$ cat src/rtl/link_irq_pkg.sv
package link_irq_pkg;
   localparam int NEVT = 9;
   // event bit positions
   localparam int EV_OVFL  = 0;
   localparam int EV_RSYNC = 1;
   localparam int EV_PTMO  = 2;
   localparam int EV_CTMO  = 3;
   localparam int EV_HTMO  = 4;
   localparam int EV_PCON  = 5;
   localparam int EV_PDIS  = 6;
   localparam int EV_CCON  = 7;
   localparam int EV_CDIS  = 8;
   // register offsets
   localparam logic [7:0] A_VER  = 8'h00;
   localparam logic [7:0] A_PREQ = 8'h04;
   localparam logic [7:0] A_CREQ = 8'h08;
   localparam logic [7:0] A_CFG  = 8'h0C;
   localparam logic [7:0] A_WD0  = 8'h10;
   localparam logic [7:0] A_WD1  = 8'h14;
   localparam logic [7:0] A_WD2  = 8'h18;
   localparam logic [7:0] A_EN   = 8'h1C;
   localparam logic [7:0] A_MSK  = 8'h20;
   localparam logic [7:0] A_CLR  = 8'h24;
   localparam logic [7:0] A_ST   = 8'h28;
   localparam logic [7:0] A_LNK  = 8'h80;
   localparam logic [7:0] A_OVF  = 8'h84;
endpackage

$ cat src/rtl/link_wdog.sv
module link_wdog #(
   parameter int W = 20
) (
   input  logic         clk,
   input  logic         rst_n,
   input  logic         start,
   input  logic         run,
   input  logic [W-1:0] limit,
   output logic         expire
);
   logic [W-1:0] cnt;
   logic         armed;

   assign expire = armed && run && !start && (cnt == limit);

   always_ff @(posedge clk or negedge rst_n) begin
      if (!rst_n) begin
         cnt   <= '0;
         armed <= 1'b0;
      end else if (start) begin
         cnt   <= '0;
         armed <= 1'b1;
      end else if (armed) begin
         if (!run || cnt == limit) armed <= 1'b0;
         else                      cnt   <= cnt + 1'b1;
      end
   end
endmodule

$ cat src/rtl/link_evt_bank.sv
module link_evt_bank #(
   parameter int N = 9
) (
   input  logic         clk,
   input  logic         rst_n,
   input  logic [N-1:0] set,
   input  logic [N-1:0] clr,
   input  logic [N-1:0] en,
   input  logic [N-1:0] msk,
   output logic [N-1:0] st,
   output logic         irq
);
   always_ff @(posedge clk or negedge rst_n) begin
      if (!rst_n) st <= '0;
      else        st <= (st & ~clr) | set;
   end

   assign irq = |(st & en & ~msk);
endmodule

$ cat src/rtl/link_irq_ctrl.sv
module link_irq_ctrl
   import link_irq_pkg::*;
#(
   parameter int          ADDR_W  = 8,
   parameter int          DATA_W  = 32,
   parameter int          WD_W    = 20,
   parameter int          OVF_W   = 8,
   parameter logic [31:0] VERSION = 32'h0001_0200
) (
   input  logic              clk,
   input  logic              rst_n,
   input  logic              reg_we,
   input  logic [ADDR_W-1:0] reg_addr,
   input  logic [DATA_W-1:0] reg_wdata,
   output logic [DATA_W-1:0] reg_rdata,
   input  logic              prod_ack,
   input  logic              cons_ack,
   input  logic              ovfl_evt,
   input  logic              resync_done,
   output logic              irq
);
   localparam int NWD = 3;
   localparam logic [WD_W-1:0] WD_INIT = {WD_W{1'b1}};

   if (WD_W < 1 || WD_W > DATA_W) begin : g_bad_wd
      $error("WD_W must lie in 1..DATA_W");
   end
   if (ADDR_W < 8 || DATA_W < 32 || OVF_W < 1 || OVF_W > DATA_W) begin : g_bad_bus
      $error("bus or counter width out of range");
   end

   logic            prod_req, cons_req, prod_lnk, cons_lnk;
   logic [2:0]      cfg;
   logic [WD_W-1:0] wd_lim [NWD];
   logic [NEVT-1:0] en, msk, st, ev_set, ev_clr;
   logic [OVF_W-1:0] ovf_cnt;
   logic            wd_start [NWD];
   logic            wd_run   [NWD];
   logic            wd_exp   [NWD];

   wire cfg_auto = cfg[0];
   wire cfg_ign  = cfg[1];
   wire [7:0] a8 = reg_addr[7:0];
   wire wr_p     = reg_we && a8 == A_PREQ;
   wire wr_c     = reg_we && a8 == A_CREQ;

   // link transitions
   wire drop   = ovfl_evt && !cfg_auto && cons_lnk;
   wire p_up   = prod_req && !prod_lnk && prod_ack;
   wire p_down = !prod_req && prod_lnk && !prod_ack;
   wire c_up   = cons_req && !cons_lnk && (cons_ack || cfg_ign);
   wire c_down = drop || (!cons_req && cons_lnk && (!cons_ack || cfg_ign));

   assign wd_start[0] = wr_p && reg_wdata[0] && !prod_req;
   assign wd_run[0]   = prod_req && !prod_lnk;
   assign wd_start[1] = wr_c && reg_wdata[0] && !cons_req;
   assign wd_run[1]   = cons_req && !cons_lnk;
   assign wd_start[2] = wr_c && !reg_wdata[0] && cons_req && cons_lnk;
   assign wd_run[2]   = cons_lnk && !cons_req;

   for (genvar g = 0; g < NWD; g++) begin : g_wd
      link_wdog #(.W(WD_W)) u_wd (
         .clk(clk), .rst_n(rst_n), .start(wd_start[g]), .run(wd_run[g]),
         .limit(wd_lim[g]), .expire(wd_exp[g]));
   end

   always_comb begin
      ev_set           = '0;
      ev_set[EV_OVFL]  = ovfl_evt;
      ev_set[EV_RSYNC] = resync_done;
      ev_set[EV_PTMO]  = wd_exp[0];
      ev_set[EV_CTMO]  = wd_exp[1];
      ev_set[EV_HTMO]  = wd_exp[2];
      ev_set[EV_PCON]  = p_up;
      ev_set[EV_PDIS]  = p_down;
      ev_set[EV_CCON]  = c_up;
      ev_set[EV_CDIS]  = c_down;
      ev_clr = (reg_we && a8 == A_CLR) ? reg_wdata[NEVT-1:0] : '0;
   end

   link_evt_bank #(.N(NEVT)) u_evt (
      .clk(clk), .rst_n(rst_n), .set(ev_set), .clr(ev_clr),
      .en(en), .msk(msk), .st(st), .irq(irq));

   always_ff @(posedge clk or negedge rst_n) begin
      if (!rst_n) begin
         prod_req <= 1'b0;
         cons_req <= 1'b0;
         prod_lnk <= 1'b0;
         cons_lnk <= 1'b0;
         cfg      <= '0;
         en       <= '1;
         msk      <= '0;
         ovf_cnt  <= '0;
         for (int i = 0; i < NWD; i++) wd_lim[i] <= WD_INIT;
      end else begin
         if (wr_p) prod_req <= reg_wdata[0];
         if (p_up)        prod_lnk <= 1'b1;
         else if (p_down) prod_lnk <= 1'b0;
         if (drop) begin
            cons_req <= 1'b0;
            cons_lnk <= 1'b0;
         end else begin
            if (wr_c) cons_req <= reg_wdata[0];
            if (c_up)        cons_lnk <= 1'b1;
            else if (c_down) cons_lnk <= 1'b0;
         end
         if (ovfl_evt) ovf_cnt <= ovf_cnt + 1'b1;
         if (reg_we) begin
            case (a8)
               A_CFG: cfg       <= reg_wdata[2:0];
               A_WD0: wd_lim[0] <= reg_wdata[WD_W-1:0];
               A_WD1: wd_lim[1] <= reg_wdata[WD_W-1:0];
               A_WD2: wd_lim[2] <= reg_wdata[WD_W-1:0];
               A_EN:  en        <= reg_wdata[NEVT-1:0];
               A_MSK: msk       <= reg_wdata[NEVT-1:0];
               default: ;
            endcase
         end
      end
   end

   always_comb begin
      reg_rdata = '0;
      case (a8)
         A_VER:  reg_rdata = DATA_W'(VERSION);
         A_PREQ: reg_rdata[0] = prod_req;
         A_CREQ: reg_rdata[0] = cons_req;
         A_CFG:  reg_rdata[2:0] = cfg;
         A_WD0:  reg_rdata[WD_W-1:0] = wd_lim[0];
         A_WD1:  reg_rdata[WD_W-1:0] = wd_lim[1];
         A_WD2:  reg_rdata[WD_W-1:0] = wd_lim[2];
         A_EN:   reg_rdata[NEVT-1:0] = en;
         A_MSK:  reg_rdata[NEVT-1:0] = msk;
         A_ST:   reg_rdata[NEVT-1:0] = st;
         A_LNK:  reg_rdata[1:0] = {cons_lnk, prod_lnk};
         A_OVF:  reg_rdata[OVF_W-1:0] = ovf_cnt;
         default: reg_rdata = '0;
      endcase
   end
endmodule

$ cat config.mk
export PLATFORM = sky130hd
export DESIGN_NAME = link_irq_ctrl
export DESIGN_NICKNAME = d
export VERILOG_FILES = /design/src/rtl/link_irq_pkg.sv /design/src/rtl/link_wdog.sv /design/src/rtl/link_evt_bank.sv /design/src/rtl/link_irq_ctrl.sv
export SDC_FILE = /design/constraint.sdc
export NUM_CORES = 1
export LEC_CHECK = 0
export CORE_MARGIN = 2
export CORE_UTILIZATION = 45
export CTS_CLUSTER_DIAMETER = 40
export DETAILED_ROUTE_END_ITERATION = 6
export PLACE_DENSITY = 0.65
export SETUP_SLACK_MARGIN = 0.5
export SLEW_MARGIN = 20
export SYNTH_ARGS = -nofsm -noshare
export SYNTH_HDL_FRONTEND = slang
export SYNTH_SLANG_ARGS = --single-unit
$ cat constraint.sdc
create_clock -name clk -period 2.72 [get_ports clk]
set_clock_uncertainty 0.1 [all_clocks]
set_input_delay 0.544 -clock clk [delete_from_list [all_inputs] [get_ports clk]]
set_output_delay 0.544 -clock clk [all_outputs]
set_load 0.01 [all_outputs]
==> summary.txt <==
Outcome
  • Status: finished with violations
  • Violated checks: setup timing

Finish
  • Diodes inserted: 0
  • Post-Layout Inst Area: about 11000 µm²
  • Proportion of layout cells with a drive suffix above 1: 0.380
  • Fin nets: between 1000 and 1500
  • Fin cells: about 1300
  • Most common cell after layout, fill and taps aside: dfrtp_1
  • Final standard cell utilization of the core: 0.582
  • Leading cell types in the layout, fill and taps excluded: dfrtp_1, mux2_2, nand2_1
  • Area added between synthesis and finish: 26.3%

Placed design
  • Total placed instance area: roughly 10000 µm²
  • IO Port Bufs: 55
  • Weighted congestion at the end of routability-driven global placement: ~0.86
  • Post-detailed-placement half-perimeter wirelength: 17700 µm
  • Cells after DPL: roughly 1200

Yosys
  • Warnings, synthesis: 0
  • Proportion of synthesized chip area in sequential cells: 0.469
  • Gate count of the mapped netlist: around 840
  • Distinct cell type count after synthesis: approximately 70
  • Average instance area after synthesis: about 11 µm²
  • Most area-hungry cell type in the Yosys netlist: dfrtp_1
  • Post-synth EDFFs: 0
  • Dominant register cell in the synthesized netlist: dfrtp_1
  • Post-synthesis instance area: ~9000 µm²
  • Fraction of synthesis flops using an asynchronous set or reset pin: 1.00
  • Area fraction of the dominant cell type after synthesis: 0.267
  • Total of flip-flops plus latches after synthesis: approximately 170
  • Synth area leaders: dfrtp_1, dfstp_2, mux2_2, xor2_1, nand2_1

Timing
  • Setup violation total in the final timing report: 2
  • Hold WS: just over 400 ps
  • Post-route setup slack: -9.93 ps
  • Final critical-path required period: between 2000 and 3000 ps
  • Unrepaired setup endpoints after global routing: yes
  • Worst-margin pin slew: between 500 and 600 ps
  • Post-route clock period utilization: 1.00
  • Worst-case headroom to the max-slew limit: 0.623
  • Slew Viols, Final: 0
  • Peak Freq: roughly 0.37 GHz
  • Final Hold Fails: 0
  • Post-Route Setup TNS: -11.5 ps

Worst setup path
  • Crit. End Element: output port
  • Data arrival time of the critical path: approximately 2100 ps
  • Worst EP required: roughly 2100 ps
  • Worst reg2reg path startpoint: wd_lim[11]$_DFFE_PN1P_
  • Worst-case register-to-register setup slack: around 540 ps
  • CP Class: in -> out
  • Cells traversed along the worst timing path: buf_6 -> or4_4 -> buf_6 -> nor2_4 -> buf_12 -> buf_6 -> a222oi_1 -> nand3_1 -> buf_2
  • Worst-path maximum fanout: 7
  • Capture point of the worst reg-to-reg path: g_wd[2].u_wd.cnt[19]$_DFFE_PN0P_
  • Worst-case reg-to-reg path depth: 7
  • Crit path top cell by count: buf_6
  • Slowest cell on the critical path: or4_4
  • CP peak stage delay: about 580 ps
  • Launching element type of the critical path: input pin

Route
  • Iteration-0 DRC Markers: approximately 650
  • First drt pass iteration count: 7
  • DR vias/cell: roughly 5.7
  • WL/cell: ~20 µm
  • Total length of routed wires: about 25000 µm
  • Post-DRT Antenna Nets: 0
  • Via count of the routed design: 7092
  • Remaining DRCs: 0

Floorplan
  • Horizontal die dimension: around 150 µm
  • Die area: about 21000 µm²
  • Initial core utilization: 0.461
  • Floorplan row count: 51
  • Vertical extent of the die: 145 µm
  • I/O pin total: 80
  • Core ar.: approximately 20000 µm²

Global routing
  • Largest net degree at the start of global routing: 60
  • Leftover overflow at the end of global routing: 0
  • Gr usage total: 0.239
  • Via count of the first global-routing pass: roughly 7000
  • Antenna violations before repair: 0
  • Global-route wire length before repair: about 40000 µm

Pwr
  • VDD IR max: ~500 µV
  • PwrDens: roughly 540 nW/µm²
  • Leakage Power: 4.97 nW

Clocking
  • Clock sinks: 165
  • TritonCTS clock tree: yes
  • Root cell of the clock tree: clkbuf_16
  • Deepest clock path buffer count: 2
  • Clk pin slew, worst setup/hold paths: around 70 ps
  • H-tree levels: 4
  • Cts bufs inserted: 17
  • Clock latency on the worst-skew pair: between 400 and 500 ps

Worst hold path
  • Hold Path Class: reg -> reg
  • Endpoint of the worst hold-timing path: cfg[2]$_DFFE_PN0P_
  • Number of instances on the worst hold path: 1
  • Launch point of the worst hold path: cfg[2]$_DFFE_PN0P_

Flow run
  • Max-cap violation count: 0
==> metrics by stage <==
stage                     setup WS (ps)  total power, W
after floorplan                     344         0.00311
after global placement             -662         0.00340
after detailed placement           -676         0.00341
after CTS                          16.0         0.00610
after global routing              -41.1         0.00630
final                             -9.93         0.00609
==> cell families (layout without fill, tap and decap cells) <==
logic type | after synthesis | in the layout | synth area share
AND/OR/NAND/NOR | 295 | 296 | 0.180
flip-flops | 165 | 165 | 0.469
AO/OA/AOI/OAI | 116 | 116 | 0.0950
multiplexers | 109 | 109 | 0.133
XOR/XNOR | 78 | 78 | 0.0760
buffers and inverters | 68 | 209 | 0.0415
adder cells (fa/ha/maj) | 4 | 4 | 0.00557
other | 1 | 12 | 0.000417
==> repair_timing <==
item | 4_1_cts | 5_1_grt
pin swaps | 32 | 28
buffers inserted | 15 | 14
gates cloned | 2 | 1
hold endpoints to repair | 12 | 0
setup endpoints to repair | 109 | 53
hold buffers | 1 | 0
gates resized for setup | 150 | 31
==> power by group <==
group,total [W],leakage (nW),switching (W),internal (W)
Clock,0.00269,0.314,0.00105,0.00164
Combinational,0.000528,2.82,0.000262,0.000266
Sequential,0.00287,1.83,0.000220,0.00265
Total,0.00609,4.97,0.00153,0.00455
==> synth_stat cells (11+ instances only) <==
library cell	number
o21ai_0	18
inv_1	23
a22oi_1	18
a222oi_1	17
mux2_2	82
dfstp_2	69
or2b_1	14
mux2i_1	26
or4_1	11
a21oi_1	18
xor2_1	73
buf_4	13
nand2_1	83
nand3_1	42
buf_2	14
dfrtp_1	96
nor4_1	22
o211ai_1	14
nor2_1	43
==> per-layer routing <==
metal / up-vias / track usage / part of all wire
li1: 3319 / - / -
met1: 3544 / 0.334 / 0.45
met2: 198 / 0.376 / 0.47
met3: 31 / 0.0520 / 0.057
met4: 0 / 0.0681 / 0.017
met5: - / 0 / 0
==> worst max-delay path by stage <==
stage | start | endpoint | slack [ps] | cells after the start
global route | reg_addr[2] | reg_rdata[2] | -40 | 9
detailed placement | reg_addr[3] | reg_rdata[12] | -680 | 7
global placement | reg_addr[3] | reg_rdata[3] | -660 | 7
finish | reg_addr[2] | reg_rdata[2] | -10 | 9
floorplan | reg_addr[3] | reg_rdata[7] | 340 | 6
CTS | reg_addr[1] | reg_rdata[1] | 20 | 10
==> final cells by class <==
type / instances / area, µm²
Tap cell: 265 / 332
Timing Repair Buffer: 154 / 1420
Clock buffer: 17 / 425
Fill cell: 1630 / 8160
Sequential cell: 165 / 4220
Multi-Input combinational cell: 615 / 4650
Inverter: 23 / 86.3
Clock inverter: 15 / 228
==> sequential cells by signal, summed over array words and instances, names as in the netlist, 3 cells and up <==
register,cells
u_evt.st,9
en,9
msk,9
wd_lim,60
g_wd.u_wd.cnt,60
ovf_cnt,8
cfg,3
g_wd.u_wd.armed,3
==> critical path, delay by kind of cell <==
family / cells / cell delay [ps]
buf+inv: 5 / 640
compound gates: 1 / 90
simple gates: 3 / 790
(Power assumes the default switching activity.)
